===== config.mk =====
export PLATFORM = sky130hd
export DESIGN_NAME = img_row_deframer
export DESIGN_NICKNAME = d
export VERILOG_FILES = /design/src/rtl/img_row_pkg.sv /design/src/rtl/img_row_hdr.sv /design/src/rtl/img_row_pack.sv /design/src/rtl/img_row_deframer.sv
export SDC_FILE = /design/constraint.sdc
export NUM_CORES = 1
export LEC_CHECK = 0
export BUFFER_PORTS_ARGS = -buffer_cell sky130_fd_sc_hd__buf_2
export CAP_MARGIN = 20
export CORE_ASPECT_RATIO = 1.75
export CORE_MARGIN = 2
export CORE_UTILIZATION = 50
export CTS_BUF_LIST = sky130_fd_sc_hd__clkbuf_16
export DETAILED_ROUTE_END_ITERATION = 8
export HOLD_SLACK_MARGIN = 0.1
export PLACE_DENSITY = 0.77
export SYNTH_ARGS = -nofsm -noshare
export SYNTH_HDL_FRONTEND = slang
export SYNTH_HIERARCHICAL = 1
export SYNTH_SLANG_ARGS = --single-unit

===== constraint.sdc =====
create_clock -name clk -period 2.7 [get_ports clk]
set_clock_uncertainty 0.1 [all_clocks]
set_input_delay 0.54 -clock clk [delete_from_list [all_inputs] [get_ports clk]]
set_output_delay 0.54 -clock clk [all_outputs]
set_load 0.02 [all_outputs]

===== src/rtl/img_row_pkg.sv =====
package img_row_pkg;
  typedef enum logic [2:0] {
    ST_HUNT,
    ST_CTRL,
    ST_IDXH,
    ST_IDXL,
    ST_DATA,
    ST_SKIP
  } prs_state_t;
endpackage


===== src/rtl/img_row_hdr.sv =====
module img_row_hdr
  import img_row_pkg::*;
#(
  parameter logic [7:0] SYNC_BYTE = 8'h55,
  parameter int         ROW_COUNT = 384,
  parameter int         LR_BIT    = 4,
  parameter int         UD_BIT    = 0
) (
  input  logic        clk,
  input  logic        rst_n,
  input  logic [7:0]  rx_byte,
  input  logic        rx_valid,
  input  logic        row_last,
  output prs_state_t  state,
  output logic [15:0] row_idx,
  output logic        flip_lr,
  output logic        flip_ud
);
  localparam logic [15:0] ROW_LIMIT = 16'(ROW_COUNT);

  prs_state_t  state_n;
  logic [7:0]  idx_hi, idx_hi_n;
  logic [15:0] row_idx_n;
  logic        flip_lr_n, flip_ud_n;
  logic [15:0] idx_rx;

  assign idx_rx = {idx_hi, rx_byte};

  always_comb begin
    state_n   = state;
    idx_hi_n  = idx_hi;
    row_idx_n = row_idx;
    flip_lr_n = flip_lr;
    flip_ud_n = flip_ud;
    if (rx_valid) begin
      unique case (state)
        ST_HUNT: if (rx_byte == SYNC_BYTE) state_n = ST_CTRL;
        ST_CTRL: begin
          flip_lr_n = rx_byte[LR_BIT];
          flip_ud_n = rx_byte[UD_BIT];
          state_n   = ST_IDXH;
        end
        ST_IDXH: begin
          idx_hi_n = rx_byte;
          state_n  = ST_IDXL;
        end
        ST_IDXL: begin
          if (idx_rx < ROW_LIMIT) begin
            row_idx_n = idx_rx;
            state_n   = ST_DATA;
          end else begin
            state_n = ST_SKIP;
          end
        end
        ST_DATA, ST_SKIP: if (row_last) state_n = ST_HUNT;
        default: state_n = ST_HUNT;
      endcase
    end
  end

  always_ff @(posedge clk or negedge rst_n) begin
    if (!rst_n) begin
      state   <= ST_HUNT;
      idx_hi  <= 8'h00;
      row_idx <= 16'h0000;
      flip_lr <= 1'b0;
      flip_ud <= 1'b0;
    end else begin
      state   <= state_n;
      idx_hi  <= idx_hi_n;
      row_idx <= row_idx_n;
      flip_lr <= flip_lr_n;
      flip_ud <= flip_ud_n;
    end
  end


  sync_seen_chk: assert property (@(posedge clk) disable iff (!rst_n)
    (state == ST_CTRL && $past(state) == ST_HUNT) |-> $past(rx_valid && rx_byte == SYNC_BYTE));


  flip_hold_chk: assert property (@(posedge clk) disable iff (!rst_n)
    !(state == ST_CTRL && rx_valid) |=> $stable({flip_lr, flip_ud}));


  idx_range_chk: assert property (@(posedge clk) disable iff (!rst_n)
    (state == ST_DATA) |-> (row_idx < ROW_LIMIT));
endmodule


===== src/rtl/img_row_pack.sv =====
module img_row_pack #(
  parameter int PIX_PER_ROW = 512
) (
  input  logic        clk,
  input  logic        rst_n,
  input  logic [7:0]  rx_byte,
  input  logic        take,
  input  logic        keep,
  output logic        row_last,
  output logic [31:0] pix_word,
  output logic        pix_we,
  output logic        row_done
);
  localparam int CNT_W = (PIX_PER_ROW > 1) ? $clog2(PIX_PER_ROW) : 1;
  localparam logic [CNT_W-1:0] LAST_PIX = CNT_W'(PIX_PER_ROW - 1);

  logic [1:0]       phase, phase_n;
  logic [CNT_W-1:0] pcnt, pcnt_n;
  logic [7:0]       b0, b0_n, b1, b1_n;
  logic [31:0]      pix_word_n;
  logic             pix_we_n, last_q, last_n;
  logic             pix_end;

  assign pix_end  = (phase == 2'd2);
  assign row_last = pix_end && (pcnt == LAST_PIX);

  always_comb begin
    phase_n    = phase;
    pcnt_n     = pcnt;
    b0_n       = b0;
    b1_n       = b1;
    pix_we_n   = 1'b0;
    last_n     = 1'b0;
    pix_word_n = pix_word;
    if (take) begin
      if (pix_end) begin
        phase_n = 2'd0;
        pcnt_n  = row_last ? '0 : pcnt + 1'b1;
        if (keep) begin
          pix_we_n   = 1'b1;
          last_n     = row_last;
          pix_word_n = {8'h00, rx_byte, b1, b0};
        end
      end else begin
        phase_n = phase + 2'd1;
        if (phase == 2'd0) b0_n = rx_byte;
        else               b1_n = rx_byte;
      end
    end
  end

  always_ff @(posedge clk or negedge rst_n) begin
    if (!rst_n) begin
      phase    <= 2'd0;
      pcnt     <= '0;
      b0       <= 8'h00;
      b1       <= 8'h00;
      pix_word <= 32'h0;
      pix_we   <= 1'b0;
      last_q   <= 1'b0;
      row_done <= 1'b0;
    end else begin
      phase    <= phase_n;
      pcnt     <= pcnt_n;
      b0       <= b0_n;
      b1       <= b1_n;
      pix_word <= pix_word_n;
      pix_we   <= pix_we_n;
      last_q   <= last_n;
      row_done <= last_q;
    end
  end


  done_after_we_chk: assert property (@(posedge clk) disable iff (!rst_n)
    row_done |-> $past(pix_we));


  we_single_chk: assert property (@(posedge clk) disable iff (!rst_n)
    pix_we |=> !pix_we);
endmodule


===== src/rtl/img_row_deframer.sv =====
module img_row_deframer
  import img_row_pkg::*;
#(
  parameter int         PIX_PER_ROW = 512,
  parameter int         ROW_COUNT   = 384,
  parameter logic [7:0] SYNC_BYTE   = 8'h55
) (
  input  logic        clk,
  input  logic        rst_n,
  input  logic [7:0]  rx_byte,
  input  logic        rx_valid,
  output logic [31:0] pix_word,
  output logic        pix_we,
  output logic [31:0] row_info,
  output logic        row_done,
  output logic        flip_lr,
  output logic        flip_ud
);
  prs_state_t  state;
  logic [15:0] row_idx;
  logic        row_last;
  logic        take, keep;

  assign keep     = (state == ST_DATA);
  assign take     = rx_valid && (keep || state == ST_SKIP);
  assign row_info = {16'h0000, row_idx};

  img_row_hdr #(
    .SYNC_BYTE (SYNC_BYTE),
    .ROW_COUNT (ROW_COUNT)
  ) u_hdr (
    .clk      (clk),
    .rst_n    (rst_n),
    .rx_byte  (rx_byte),
    .rx_valid (rx_valid),
    .row_last (row_last),
    .state    (state),
    .row_idx  (row_idx),
    .flip_lr  (flip_lr),
    .flip_ud  (flip_ud)
  );

  img_row_pack #(
    .PIX_PER_ROW (PIX_PER_ROW)
  ) u_pack (
    .clk      (clk),
    .rst_n    (rst_n),
    .rx_byte  (rx_byte),
    .take     (take),
    .keep     (keep),
    .row_last (row_last),
    .pix_word (pix_word),
    .pix_we   (pix_we),
    .row_done (row_done)
  );


  skip_quiet_chk: assert property (@(posedge clk) disable iff (!rst_n)
    (state == ST_SKIP) |-> (!pix_we && !row_done));
endmodule


# Word-level counts from Yosys, hierarchy flattened
# Cells that the tools add are included.
# classes
add_sub_neg	2
magnitude_cmp	1
eq_ne	10
muxes	12
n_bitwise	2
reduce_logical	14
# op_table
operator	count
less-than comparator 16 x 9 -> 1 bit, second input constant	1
one-hot mux 3 bit (5 select lines)	1
AND reduction 3 bit	5
adder 9 x 1 -> 9 bit, second input constant	1
equality test 9 bit, second input constant	1
2-to-1 mux 9 bit	1
equality test 8 x 7 -> 1 bit, second input constant	1
2-to-1 mux 1 bit	7
equality test 3 x 2 -> 1 bit, second input constant	2
equality test 3 bit, second input constant	2
2-to-1 mux 3 bit	2
AND reduction 2 bit	3
!= test 2 x 1 -> 1 bit, second input constant	2
equality test 3 x 1 -> 1 bit, second input constant	1
zero test 3 bit	1
adder 2 x 1 -> 2 bit, second input constant	1
equality test 2 bit, second input constant	1
logical AND 1 bit	2
zero test 2 bit	1
2-to-1 mux 2 bit	1
inverter 1 bit	2
OR reduction 2 bit	1
logical OR 1 bit	1
# totals
regBits	83
in_bits	11
out_inout_bits	68
elab_cells	54

# Longest topological paths before layout
# logic_depth
word_depth	5
ltp_mapped	9
mapped_depth_nobuf	9

# Cells and area by module
# Netlist, hierarchy kept.
# by_module_without_submodules
mod	n_inst	cells_each	area_per_inst_um2	seq_area_each_um2
img_row_pack	1	161	2238.4	1351.3
img_row_hdr	1	78	1206.2	725.7
img_row_deframer	1	19	145.1	0.0

# Worst setup path after synthesis
# No wires, ideal clock.
# synth_timing
path_kind	register to register
start	register u_pack.pcnt[0]
end	register u_hdr.state[0]
setup_time_ps	120
arrival_time_ps	1885
required_ps	2480
setup_slack_ps	595
path_stages_with_launch	10
path_buffers	0
period_less_slack_ps	2105
path_cell_list	dfrtp_1 -> ha_1 -> nand3_1 -> nor2_1 -> ha_1 -> inv_1 -> nor3_1 -> mux2_2 -> a211o_1 -> a41o_1
# synth_via
elab_chain_len	4
# synth_lines
item	line	rtl
start, declared	img_row_pack.sv:18	logic [CNT_W-1:0] pcnt, pcnt_n;
start signal, assigned	img_row_pack.sv:64	pcnt <= pcnt_n;
equality test 9 bit	img_row_pack.sv:25	assign row_last = pix_end && (pcnt == LAST_PIX);
logical AND 1 bit	img_row_pack.sv:25	
named net row_last	img_row_deframer.sv:21	logic row_last;
!= test 2 x 1 -> 1 bit (no line)	n/a	
AND reduction 3 bit (no line)	n/a	
end signal, assigned	img_row_hdr.sv:69	state <= state_n;
end, declared	img_row_hdr.sv:14	output prs_state_t state,
# The timed path passes the listed nets, and every way through them passes these cells.
# A chain may end at the register's enable or synchronous reset.

# Worst setup path after layout
# Same ends and word-level chain as after synthesis.

==> out/results.ini <==
[clock_tree]
clockBufferDepth = 2
clk_latency_ns = 0.33
clkTransAtPathRegs_ns = 0.06
cts_root_buf = clkbuf_16
cts_max_level = 3
cts_buffers = 9
cts_sinks = 83
cts_tree = built

[yosys]
synth.avg_cell_area_um2 = 13.91
synth_cell_types = 46
yosys_warnings = 6
yosysTopAreaCellShare_pct = 57.86
async_flop_share_pct = 100.0
yosys.area.top_type = dfrtp_1
yosysSeqAreaShare_pct = 57.86
syn_inst = 258
synth.most_common_cell = dfrtp_1
ys.flop_type = dfrtp_1
synth_common_cells = dfrtp_1 (83), mux2_2 (39), buf_4 (24), mux2_1 (18), nand2_1 (10)
post_synth_instance_area_um2 = 3590
synth_area_leaders = dfrtp_1 (58%), mux2_2 (12%), mux2_1 (5.6%), buf_4 (5.0%), and2_2 (1.5%)
synth-edff-count = 0
synth.ff_latch_count = 83

[detailed_routing]
antenna_left = 0
drc = 0
drt-vias-per-instance = 5.207
wire_per_inst_um = 15.64
first_pass_iters = 4
routed_wl_mm = 6.349
vias = 2114
drtIter0Drc = 85

[floorplan]
fp.dieH_um = 116.1
fp.dieW_um = 68.05
dieArea_um2 = 7900
boundaryPins = 79
row_count = 40
core_um2 = 6907
initial_core_util_pct = 51.97

[setup_path]
criticalPathCategory = reg -> reg
critPathLaunch = u_pack/pcnt[0]$_DFFE_PN0P_
crit_required_ns = 2.82
cp-start-kind = flop
reg2reg_from = u_pack/pcnt[0]$_DFFE_PN0P_
cp.arrival_ns = 2.39
worstSetupEndpointType = flop
cp_max_fo = 6

[hold_path]
min_from = u_pack/last_q$_DFF_PN0_
hold_path_class = reg -> reg

[sta]
finalSetupTns_ns = 0
finalCriticalPeriod_ns = 2.272
final-hold-violation-count = 0
fmax_ghz = 0.4401
final_max_slew_viol_count = 0
rsz0062_at_grt = no
min_period_over_period_pct = 84.16
worst_pin_slew_ns = 0.5347
slew_headroom_pct = 64.30
setup_viol = 0

[place]
place_area_um2 = 3857
port_buffers = 54
dp_cells = 389
gp_congestion = 0.8726
dpl.hpwl_mm = 4.483

[global_route]
grt_pass1_wl_mm = 10.36
track_usage_pct = 18.07
antenna_found_initial = 0
first_global_vias = 2082
grt_max_degree = 42
grt-ovfl-total = 0

[layout]
nets = 330
num_antenna_cells = 0
stdcell_area_um2 = 4184
fin_cells = 406
drive_gt1_share_pct = 40.06
syn2layout_area_growth_pct = 16.56

[status]
status = finished clean

[pwr]
leakagePower_nw = 2.250
p_per_area_nw_per_um2 = 922.5
ir_worst_vdd_mv = 1.088

[flow_run]
max_cap_violations = 0

area by class of cell:
cell class / instances / area [um^2]
clock buffers: 9 / 225.2
clock inverters: 7 / 91.34
fillers: 559 / 2723
inverters: 4 / 15.01
multi-input cells: 162 / 1360
flip-flops and latches: 83 / 2077
well taps: 84 / 105.1
repair buffers: 57 / 310.3
report_power, final:
group / switching [mW] / total [mW] / internal, mW
registers: 0.230 / 1.78 / 1.55
clock network: 0.480 / 1.29 / 0.807
logic: 0.396 / 0.788 / 0.393
routing by layer:
layer	wire [um]	part of all wire [%]	GRT usage [%]
met5	0	0	0
met1	2552	40	22.09
met4	89	1.4	8.400
met3	285	4.5	4.913
met2	3422	54	29.32
timing repair:
item	CTS	global route
endpoints found under the hold margin	39	0
setup buffers	0	0
resized for setup	0	0
hold buffers	1	0
worst max-delay path, cell delays in order (launching register included):
cell and delay [ns]:
dfrtp_1 0.40, ha_1 0.26, nand3_1 0.10, nor2_1 0.05, ha_1 0.23, inv_1 0.16, nor3_1 0.09, mux2_2 0.27
a211o_1 0.27, a41o_1 0.24
cell usage in the layout, fill, tap and decap left out, types with 6 or more instances in the layout:
cell type,n
o21ai_0,6
clkbuf_16,9
mux2_1,18
and2_2,7
nand3_1,6
buf_2,53
nand2_1,10
conb_1,24
mux2_2,39
dfrtp_1,83
registers in the layout, indices dropped and copies added (netlist names), 2 cells and up:
signal and flops:
u_pack/pcnt 9, u_pack/pix_word 24, u_hdr/idx_hi 8, u_pack/phase 2, u_hdr/row_idx 16, u_hdr/state 3
u_pack/b1 8, u_pack/b0 8
stage by stage:
stage,util [%],power [mW],setup slack (ns),hold slack [ns]
5_1_grt,60.58,4.066,0.2838,0.2603
3_5_place_dp,55.85,2.602,0.3702,0.2462
2_1_floorplan,-,2.375,0.5946,0.1444
4_1_cts,60.58,3.899,0.4341,0.2476
3_3_place_gp,55.85,2.561,0.3995,0.2353
6_report,60.58,3.860,0.4277,0.2463
kinds of logic (layout without fill, tap and decap cells):
family / after synthesis / in the layout / share of synthesized area [%]
buffers and inverters: 35 / 77 / 6.553
adders and majority gates: 2 / 2 / 0.6970
muxes: 60 / 60 / 19.14
other: 2 / 24 / 0.2092
and+or+nand+nor: 53 / 53 / 11.22
AOI/OAI and AO/OA: 23 / 23 / 4.322
DFF: 83 / 83 / 57.86
worst paths after layout:
path | end | slack (ns) | cells past startpoint
max | u_hdr/state[0]$_DFFE_PN0P_ | 0.43 | 9
min | u_pack/row_done$_DFF_PN0_ | 0.25 | 0
max reg2reg | u_hdr/state[0]$_DFFE_PN0P_ | 0.43 | 9
min reg2reg | u_pack/row_done$_DFF_PN0_ | 0.25 | 0
max in group asynchronous | u_pack/pix_word[13]$_DFFE_PN0P_ | 1.26 | 3
min in group asynchronous | u_pack/pix_word[5]$_DFFE_PN0P_ | 0.63 | 2
Power figures use the tool's default switching activity.
